===== config.mk =====
export PLATFORM = sky130hd
export DESIGN_NAME = i2c_addr_match
export DESIGN_NICKNAME = d
export VERILOG_FILES = /design/src/rtl/i2c_am_pkg.sv /design/src/rtl/i2c_am_cond.sv /design/src/rtl/i2c_am_areg.sv /design/src/rtl/i2c_am_fsm.sv /design/src/rtl/i2c_addr_match.sv
export SDC_FILE = /design/constraint.sdc
export NUM_CORES = 1
export LEC_CHECK = 0
export ABC_AREA = 1
export BUFFER_PORTS_ARGS = -buffer_cell sky130_fd_sc_hd__buf_2
export CORE_MARGIN = 3
export CORE_UTILIZATION = 40
export DETAILED_ROUTE_END_ITERATION = 6
export PLACE_DENSITY = 0.64
export SYNTH_ARGS = -nofsm -noshare
export SYNTH_HDL_FRONTEND = slang
export SYNTH_SLANG_ARGS = --single-unit

===== constraint.sdc =====
create_clock -name clk -period 2.66 [get_ports clk]
set_input_delay 0.532 -clock clk [delete_from_list [all_inputs] [get_ports clk]]
set_output_delay 0.532 -clock clk [all_outputs]
set_load 0.05 [all_outputs]

===== src/rtl/i2c_am_pkg.sv =====
package i2c_am_pkg;

    localparam int ADDR_W = 7;
    localparam int BYTE_W = ADDR_W + 1;
    localparam int REG_W  = 8;

    typedef enum logic [2:0] {
        ST_IDLE,
        ST_ADDR,
        ST_ACK_WAIT,
        ST_ACK_DRV,
        ST_IGNORE
    } am_state_t;

    typedef struct packed {
        logic start;
        logic stop;
        logic rise;
        logic fall;
        logic sda;
    } bus_ev_t;

    function automatic logic addr_hit(input logic [ADDR_W-1:0] got,
                                      input logic [ADDR_W-1:0] own);
        return got == own;
    endfunction

endpackage


===== src/rtl/i2c_am_cond.sv =====
module i2c_am_cond
    import i2c_am_pkg::*;
(
    input  logic    clk,
    input  logic    rst,
    input  logic    scl_i,
    input  logic    sda_i,
    output bus_ev_t ev
);
    logic scl_q;
    logic sda_q;

    always_ff @(posedge clk) begin
        if (rst) begin
            scl_q <= 1'b1;
            sda_q <= 1'b1;
        end else begin
            scl_q <= scl_i;
            sda_q <= sda_i;
        end
    end

    always_comb begin
        ev.start = scl_q & scl_i & sda_q & ~sda_i;
        ev.stop  = scl_q & scl_i & ~sda_q & sda_i;
        ev.rise  = ~scl_q & scl_i;
        ev.fall  = scl_q & ~scl_i;
        ev.sda   = sda_i;
    end
endmodule


===== src/rtl/i2c_am_areg.sv =====
module i2c_am_areg
    import i2c_am_pkg::*;
(
    input  logic              clk,
    input  logic              rst,
    input  logic              wr_en,
    input  logic [REG_W-1:0]  wr_data,
    output logic [ADDR_W-1:0] own_addr,
    output logic [REG_W-1:0]  rd_data
);
    localparam int PAD_W = REG_W - ADDR_W;

    always_ff @(posedge clk) begin
        if (rst)
            own_addr <= '0;
        else if (wr_en)
            own_addr <= wr_data[ADDR_W-1:0];
    end

    assign rd_data = {{PAD_W{1'b0}}, own_addr};
endmodule


===== src/rtl/i2c_am_fsm.sv =====
module i2c_am_fsm
    import i2c_am_pkg::*;
(
    input  logic              clk,
    input  logic              rst,
    input  logic              en,
    input  bus_ev_t           ev,
    input  logic [ADDR_W-1:0] own_addr,
    input  logic              ack_bit,
    output logic              pull,
    output logic              hit
);
    localparam int CNT_W = $clog2(BYTE_W + 1);
    localparam logic [CNT_W-1:0] LAST_BIT = CNT_W'(BYTE_W - 1);

    am_state_t         st;
    logic [CNT_W-1:0]  cnt;
    logic [ADDR_W-1:0] sh;

    always_ff @(posedge clk) begin
        if (rst || !en) begin
            st   <= ST_IDLE;
            cnt  <= '0;
            sh   <= '0;
            pull <= 1'b0;
            hit  <= 1'b0;
        end else begin
            hit <= 1'b0;
            if (ev.start) begin
                st   <= ST_ADDR;
                cnt  <= '0;
                pull <= 1'b0;
            end else if (ev.stop) begin
                st   <= ST_IDLE;
                pull <= 1'b0;
            end else begin
                case (st)
                    ST_ADDR: begin
                        if (ev.rise) begin
                            sh  <= {sh[ADDR_W-2:0], ev.sda};
                            cnt <= cnt + 1'b1;
                            if (cnt == LAST_BIT) begin
                                if (addr_hit(sh, own_addr)) begin
                                    st  <= ST_ACK_WAIT;
                                    hit <= 1'b1;
                                end else begin
                                    st <= ST_IGNORE;
                                end
                            end
                        end
                    end
                    ST_ACK_WAIT: begin
                        if (ev.fall) begin
                            st   <= ST_ACK_DRV;
                            pull <= ~ack_bit;
                        end
                    end
                    ST_ACK_DRV: begin
                        if (ev.fall) begin
                            st   <= ST_IGNORE;
                            pull <= 1'b0;
                        end
                    end
                    default: pull <= 1'b0;
                endcase
            end
        end
    end
endmodule


===== src/rtl/i2c_addr_match.sv =====
module i2c_addr_match
    import i2c_am_pkg::*;
(
    input  logic             clk,
    input  logic             rst,
    input  logic             en,
    input  logic             addr_wr_en,
    input  logic [REG_W-1:0] addr_wr_data,
    output logic [REG_W-1:0] addr_rd,
    input  logic             ack_bit,
    input  logic             irq_en,
    input  logic             match_clr,
    input  logic             scl_i,
    input  logic             sda_i,
    output logic             sda_pull,
    output logic             match_flag,
    output logic             mst_clr,
    output logic             irq
);
    bus_ev_t           ev;
    logic [ADDR_W-1:0] own_addr;
    logic              hit;

    i2c_am_cond u_cond (
        .clk   (clk),
        .rst   (rst),
        .scl_i (scl_i),
        .sda_i (sda_i),
        .ev    (ev)
    );

    i2c_am_areg u_areg (
        .clk      (clk),
        .rst      (rst),
        .wr_en    (addr_wr_en),
        .wr_data  (addr_wr_data),
        .own_addr (own_addr),
        .rd_data  (addr_rd)
    );

    i2c_am_fsm u_fsm (
        .clk      (clk),
        .rst      (rst),
        .en       (en),
        .ev       (ev),
        .own_addr (own_addr),
        .ack_bit  (ack_bit),
        .pull     (sda_pull),
        .hit      (hit)
    );

    // Sticky flag: a new hit wins over a clear in the same cycle.
    always_ff @(posedge clk) begin
        if (rst)
            match_flag <= 1'b0;
        else if (hit)
            match_flag <= 1'b1;
        else if (match_clr)
            match_flag <= 1'b0;
    end

    assign mst_clr = hit;
    assign irq     = match_flag & irq_en;
endmodule


# ---- Yosys cells after proc, flatten, opt, wreduce, memory -nomap -nowiden
# Cells that the tools add are included.
dict set report word_totals {
  reg_bits 26
  in_bits 17
  output_inout_bits 12
  wordCells 69
}
dict set report classes {
  addsub 1
  eq_ne 13
  n_mux 14
  bitwise 18
  reduce_logical 13
}
# op n
set ops {}
lappend ops {{$mux 3} 5}
lappend ops {{$ne 4x4->1 const B} 3}
lappend ops {{$not 1->1} 10}
lappend ops {{$reduce_and 5->1} 2}
lappend ops {{$pmux 3 s3} 1}
lappend ops {{$and 1x1->1} 8}
lappend ops {{$eq 7x7->1} 1}
lappend ops {{$mux 1} 7}
lappend ops {{$eq 3x2->1 const B} 2}
lappend ops {{$ne 2x2->1 const B} 3}
lappend ops {{$reduce_and 3->1} 2}
lappend ops {{$reduce_or 6->1} 1}
lappend ops {{$reduce_bool 5->1} 1}
lappend ops {{$add 4x1->4 const B} 1}
lappend ops {{$eq 4x3->1 const B} 1}
lappend ops {{$ne 4x3->1 const B} 1}
lappend ops {{$reduce_and 4->1} 1}
lappend ops {{$eq 3x1->1 const B} 1}
lappend ops {{$pmux 1 s3} 1}
lappend ops {{$reduce_bool 3->1} 1}
lappend ops {{$reduce_or 3->1} 1}
lappend ops {{$ne 2x1->1 const B} 1}
lappend ops {{$reduce_bool 2->1} 1}
lappend ops {{$reduce_or 2->1} 1}
lappend ops {{2 further kinds} 2}

# ---- Logic depth before layout (Yosys ltp)
dict set report logic_depth {
  depth_word 7
  mapped_depth 9
  ltp_nobuf 9
}

# ---- By module
# A second synthesis with hierarchy kept.
dict set report unflattened {
  cells_unflattened 199
  area_unflattened_um2 1366.3
}
# mod instances cells_per_inst area_per_inst_um2 seq_area_each_um2
set modules_own_cells {}
lappend modules_own_cells {i2c_am_fsm 1 122 868.3 320.3}
lappend modules_own_cells {i2c_am_areg 1 53 350.3 140.1}
lappend modules_own_cells {i2c_am_cond 1 17 100.1 40.0}
lappend modules_own_cells {i2c_addr_match 1 7 47.5 20.0}

# ---- Worst setup path before layout
# Ideal clock, no wire load.
dict set report synth_timing {
  path_kind {register to output}
  start {register match_flag}
  end {output port irq}
  arrival_ps 1043
  required_ps 2128
  path_slack_ps 1085
  stages_incl_launch_ff 3
  path_buffers 0
  path_cell_list {dfxtp_1 > nand2_1 > inv_1}
}
dict set report synth_between {
  elab_chain_cells 1
}
# element line
set synth_lines {}
lappend synth_lines {{start: declaration} i2c_addr_match.sv:16} ;# output logic match_flag,
lappend synth_lines {{start signal: assignment} i2c_addr_match.sv:55} ;# match_flag <= 1'b0;
lappend synth_lines {{start signal: assignment} i2c_addr_match.sv:57} ;# match_flag <= 1'b1;
lappend synth_lines {{start signal: assignment} i2c_addr_match.sv:59} ;# match_flag <= 1'b0;
lappend synth_lines {{$and 1x1->1} i2c_addr_match.sv:63} ;# assign irq = match_flag & irq_en;
lappend synth_lines {{end: declaration} i2c_addr_match.sv:18} ;# output logic irq
# No other way between the ends.

# ---- Worst setup path in the final report
# Ends and elaborated chain as after synthesis.

==> run_results.csv <==
group,metric,value,unit
placement,port-buffer-count,26,
worst_setup_path,timing.critical_path.buf_inv,2,
worst_setup_path,largest_delay_contributor_family_on_the_critical_path,"flip-flops",
cts,clk_root_buffer_cell,"sky130_fd_sc_hd__clkbuf_4",
global_routing,largest_net_degree_at_the_start_of_global_routing,19,
logic_synthesis,ys_seq_elements,26,
worst_setup_path,critical_path_arrival,1.05,ns
job,max_cap_violations,0,
worst_setup_path,critical_path.max_fanout,3,
timing,fin_crit,1.58,ns
route,firstDrtPassIters,4,
cts,cts_buffer_depth,2,
die,start_util,43.0,%
cts,htree_num_levels,1,
logic_synthesis,synth_top_cells_by_count,"sky130_fd_sc_hd__nand2_1, sky130_fd_sc_hd__inv_1, sky130_fd_sc_hd__dfxtp_1",
timing,totalNegativeSetupSlack,0,ns
cells_and_area,drive_above_1_share,19.6,%
route,via_per_inst,4.72,
cts,clock_insertion_delay_worst_skew,0.32,ns
cts,cts-buffers-inserted,3,
route,via_count,1086,
placement,place_area,0.00135,mm²
timing,skew,0.0141,ns
power_and_ir_drop,p_leak,0.000679,µW
logic_synthesis,yosys.cell_types.count,25,
die,floorplan.core_area,0.00281,mm²
logic_synthesis,synth-main-ff-cell,"sky130_fd_sc_hd__dfxtp_1",
placement,dp_hpwl,1.84,mm
cts,post_cts_setup_bufs,0,
cts,clk_pin_slew_worst_paths,0.15,ns
timing,rsz_0062_raised_after_global_routing,"false",
die,floorplan.die.width,60.9,µm
worst_setup_path,slowest_stage,"sky130_fd_sc_hd__dfxtp_1",
logic_synthesis,synth.top_cells.by_area,"sky130_fd_sc_hd__dfxtp_1, sky130_fd_sc_hd__nand2_1, sky130_fd_sc_hd__inv_1",
power_and_ir_drop,p_per_area,547,mW/mm²
die,placementRows,19,
cts,cts-hold-fix-buffers,0,
timing,final-hold-violation-count,0,
route,route.detailed.wl_per_inst,9.95,µm
worst_setup_path,critical_path.cell_chain,"nand2_1, inv_1, buf_2",
die,floorplan.die_area,0.00371,mm²
timing,fmaxAchievable,633,MHz
placement,gp_routability_congestion,0.766,
cells_and_area,finalInstanceArea,0.00141,mm²
logic_synthesis,netlist_area,0.00121,mm²
min_path,min_path_type,"in -> reg",
logic_synthesis,synth.largest_area_cell,"sky130_fd_sc_hd__dfxtp_1",
worst_setup_path,worst-setup-path-type,"reg -> out",
placement,pre_cts_slack,0.914,ns
worst_setup_path,worstSetupStartpointType,"register",
route,ant_nets,0,
logic_synthesis,syn-instance-count,172,
power_and_ir_drop,report.power.total,769,µW
route,drt_drc_violations_left,0,
run_status,run_status,"finished clean",
logic_synthesis,synth_top_cell_area_share,43.1,%
global_routing,first_global_vias,1054,
logic_synthesis,yosys_warnings,0,
global_routing,grt-ovfl-total,0,
cells_and_area,insertedDiodeCount,0,
worst_setup_path,critPathRequiredTime,2.13,ns
timing,fin_crit_sh,59.4,%
timing,timing_max_transition_violations_final,0,
cts,cts.repair.resized,0,
cells_and_area,areaGrowthSynthToFinish,16.5,%
die,ios,29,
global_routing,number_of_antenna_violations_at_the_first_check_in_global_routing,0,
cells_and_area,finalCoreUtilization,50.1,%
logic_synthesis,number_of_flops_mapped_to_enable_cells_by_yosys,0,
global_routing,global_route_wire_length_before_repair,4.12,mm
logic_synthesis,post_synth.cell_area_avg,7.02,µm²
worst_setup_path,worstSetupEndpointType,"output pin",
logic_synthesis,share_of_the_yosys_chip_area_belonging_to_registers,43.1,%
worst_setup_path,slowest_delay,0.37,ns
cells_and_area,nets,218,
cts,clock_sink_count,26,
logic_synthesis,synth_fp_nets,190,
timing,number_of_setup_violations_in_the_final_report,0,
logic_synthesis,postSynth.asyncResetShare,0,%
route,final_wirelength,2.29,mm
timing,final_critical_path_setup_slack,1.08,ns
power_and_ir_drop,vdd.ir_drop.worst,0.269,mV
global_routing,total_grt_usage,14.6,%
cts,tritoncts_clock_tree,"done",
die,die-height,60.9,µm
logic_synthesis,yosysMostFrequentCell,"sky130_fd_sc_hd__nand2_1",
route,drtIter0Drc,14,
-- cells by family after synthesis --
family | Yosys count | synth area share [%]
AO/OA/AOI/OAI | 38 | 16.4
adder cells (fa/ha/maj) | 1 | 1.04
buffers and inverters | 36 | 12.1
flip-flops | 26 | 43.1
other | 1 | 0.311
AND/OR/NAND/NOR | 70 | 27.0
-- final cells by class --
| type | instances | area [µm²] |
|---|---|---|
| Inverter | 33 | 124 |
| Fill cell | 298 | 1400 |
| Sequential cell | 26 | 520 |
| Clock buffer | 3 | 22.5 |
| Clock inverter | 1 | 30.0 |
| Tap cell | 31 | 38.8 |
| Multi-Input combinational cell | 110 | 541 |
| Timing Repair Buffer | 26 | 130 |
-- state kept, by name (all words and copies together), names as in the netlist --
register         cells
u_cond.sda_q         1
u_cond.scl_q         1
u_fsm.st             3
match_flag           1
u_areg.own_addr      7
u_fsm.sh             7
u_fsm.pull           1
u_fsm.cnt            4
u_fsm.hit            1
-- power by group --
part / internal [µW] / switching [µW]
sequential: 400 / 6.61
combinational: 27.7 / 65.3
clock: 152 / 117
-- layer usage --
metal / global-route usage, % / part of all wire, % / vias to the layer above
met5: 0 / 0 / -
met4: 6.50 / 0.87 / 0
met3: 2.55 / 3.2 / 2
met2: 26.0 / 50 / 15
met1: 16.9 / 46 / 479
li1: - / - / 590
-- cell usage in the layout, fill, tap and decap left out --
| master | netlist | layout |
|---|---|---|
| sky130_fd_sc_hd__inv_1 | 32 | 32 |
| sky130_fd_sc_hd__a21oi_2 | 1 | 1 |
| sky130_fd_sc_hd__nor2_4 | 1 | 1 |
| sky130_fd_sc_hd__conb_1 | 1 | 1 |
| sky130_fd_sc_hd__nor2_1 | 14 | 14 |
| sky130_fd_sc_hd__nand3_1 | 6 | 6 |
| sky130_fd_sc_hd__o21bai_1 | 1 | 1 |
| sky130_fd_sc_hd__o21ai_0 | 19 | 19 |
| sky130_fd_sc_hd__ha_1 | 1 | 1 |
| sky130_fd_sc_hd__a21oi_1 | 16 | 16 |
| sky130_fd_sc_hd__buf_2 | 0 | 26 |
| sky130_fd_sc_hd__dfxtp_1 | 26 | 26 |
| sky130_fd_sc_hd__nor3_1 | 2 | 2 |
| sky130_fd_sc_hd__clkbuf_4 | 0 | 3 |
| sky130_fd_sc_hd__nor4_1 | 1 | 1 |
| sky130_fd_sc_hd__nand2_2 | 2 | 2 |
| sky130_fd_sc_hd__nor2_8 | 1 | 1 |
| sky130_fd_sc_hd__nand4_1 | 2 | 2 |
| sky130_fd_sc_hd__or2_4 | 1 | 1 |
| sky130_fd_sc_hd__a31oi_1 | 1 | 1 |
| sky130_fd_sc_hd__nor3_2 | 1 | 1 |
| sky130_fd_sc_hd__inv_2 | 1 | 1 |
| sky130_fd_sc_hd__bufinv_16 | 0 | 1 |
| sky130_fd_sc_hd__nand2_1 | 38 | 38 |
| sky130_fd_sc_hd__nand3_2 | 1 | 1 |
-- through the flow --
step | hold WS [ns] | instances
floorplan | 0.453 | 172
global placement | 0.441 | 226
detailed placement | 0.469 | 226
CTS | 0.347 | 230
global route | 0.325 | 230
finish | 0.359 | 230
-- worst paths after layout --
path	start	end	slack, ns	depth (start not counted)
worst min-delay path	rst	match_flag$_SDFFE_PP0P_	0.36	2
worst min register to register	u_fsm.sh[0]$_SDFFE_PP0P_	u_fsm.sh[1]$_SDFFE_PP0P_	0.49	2
worst max-delay path	match_flag$_SDFFE_PP0P_	irq	1.08	3
worst max register to register	u_fsm.st[2]$_SDFFE_PP0P_	u_fsm.cnt[3]$_SDFFE_PP0P_	1.25	8
Power figures use the tool's default switching activity.
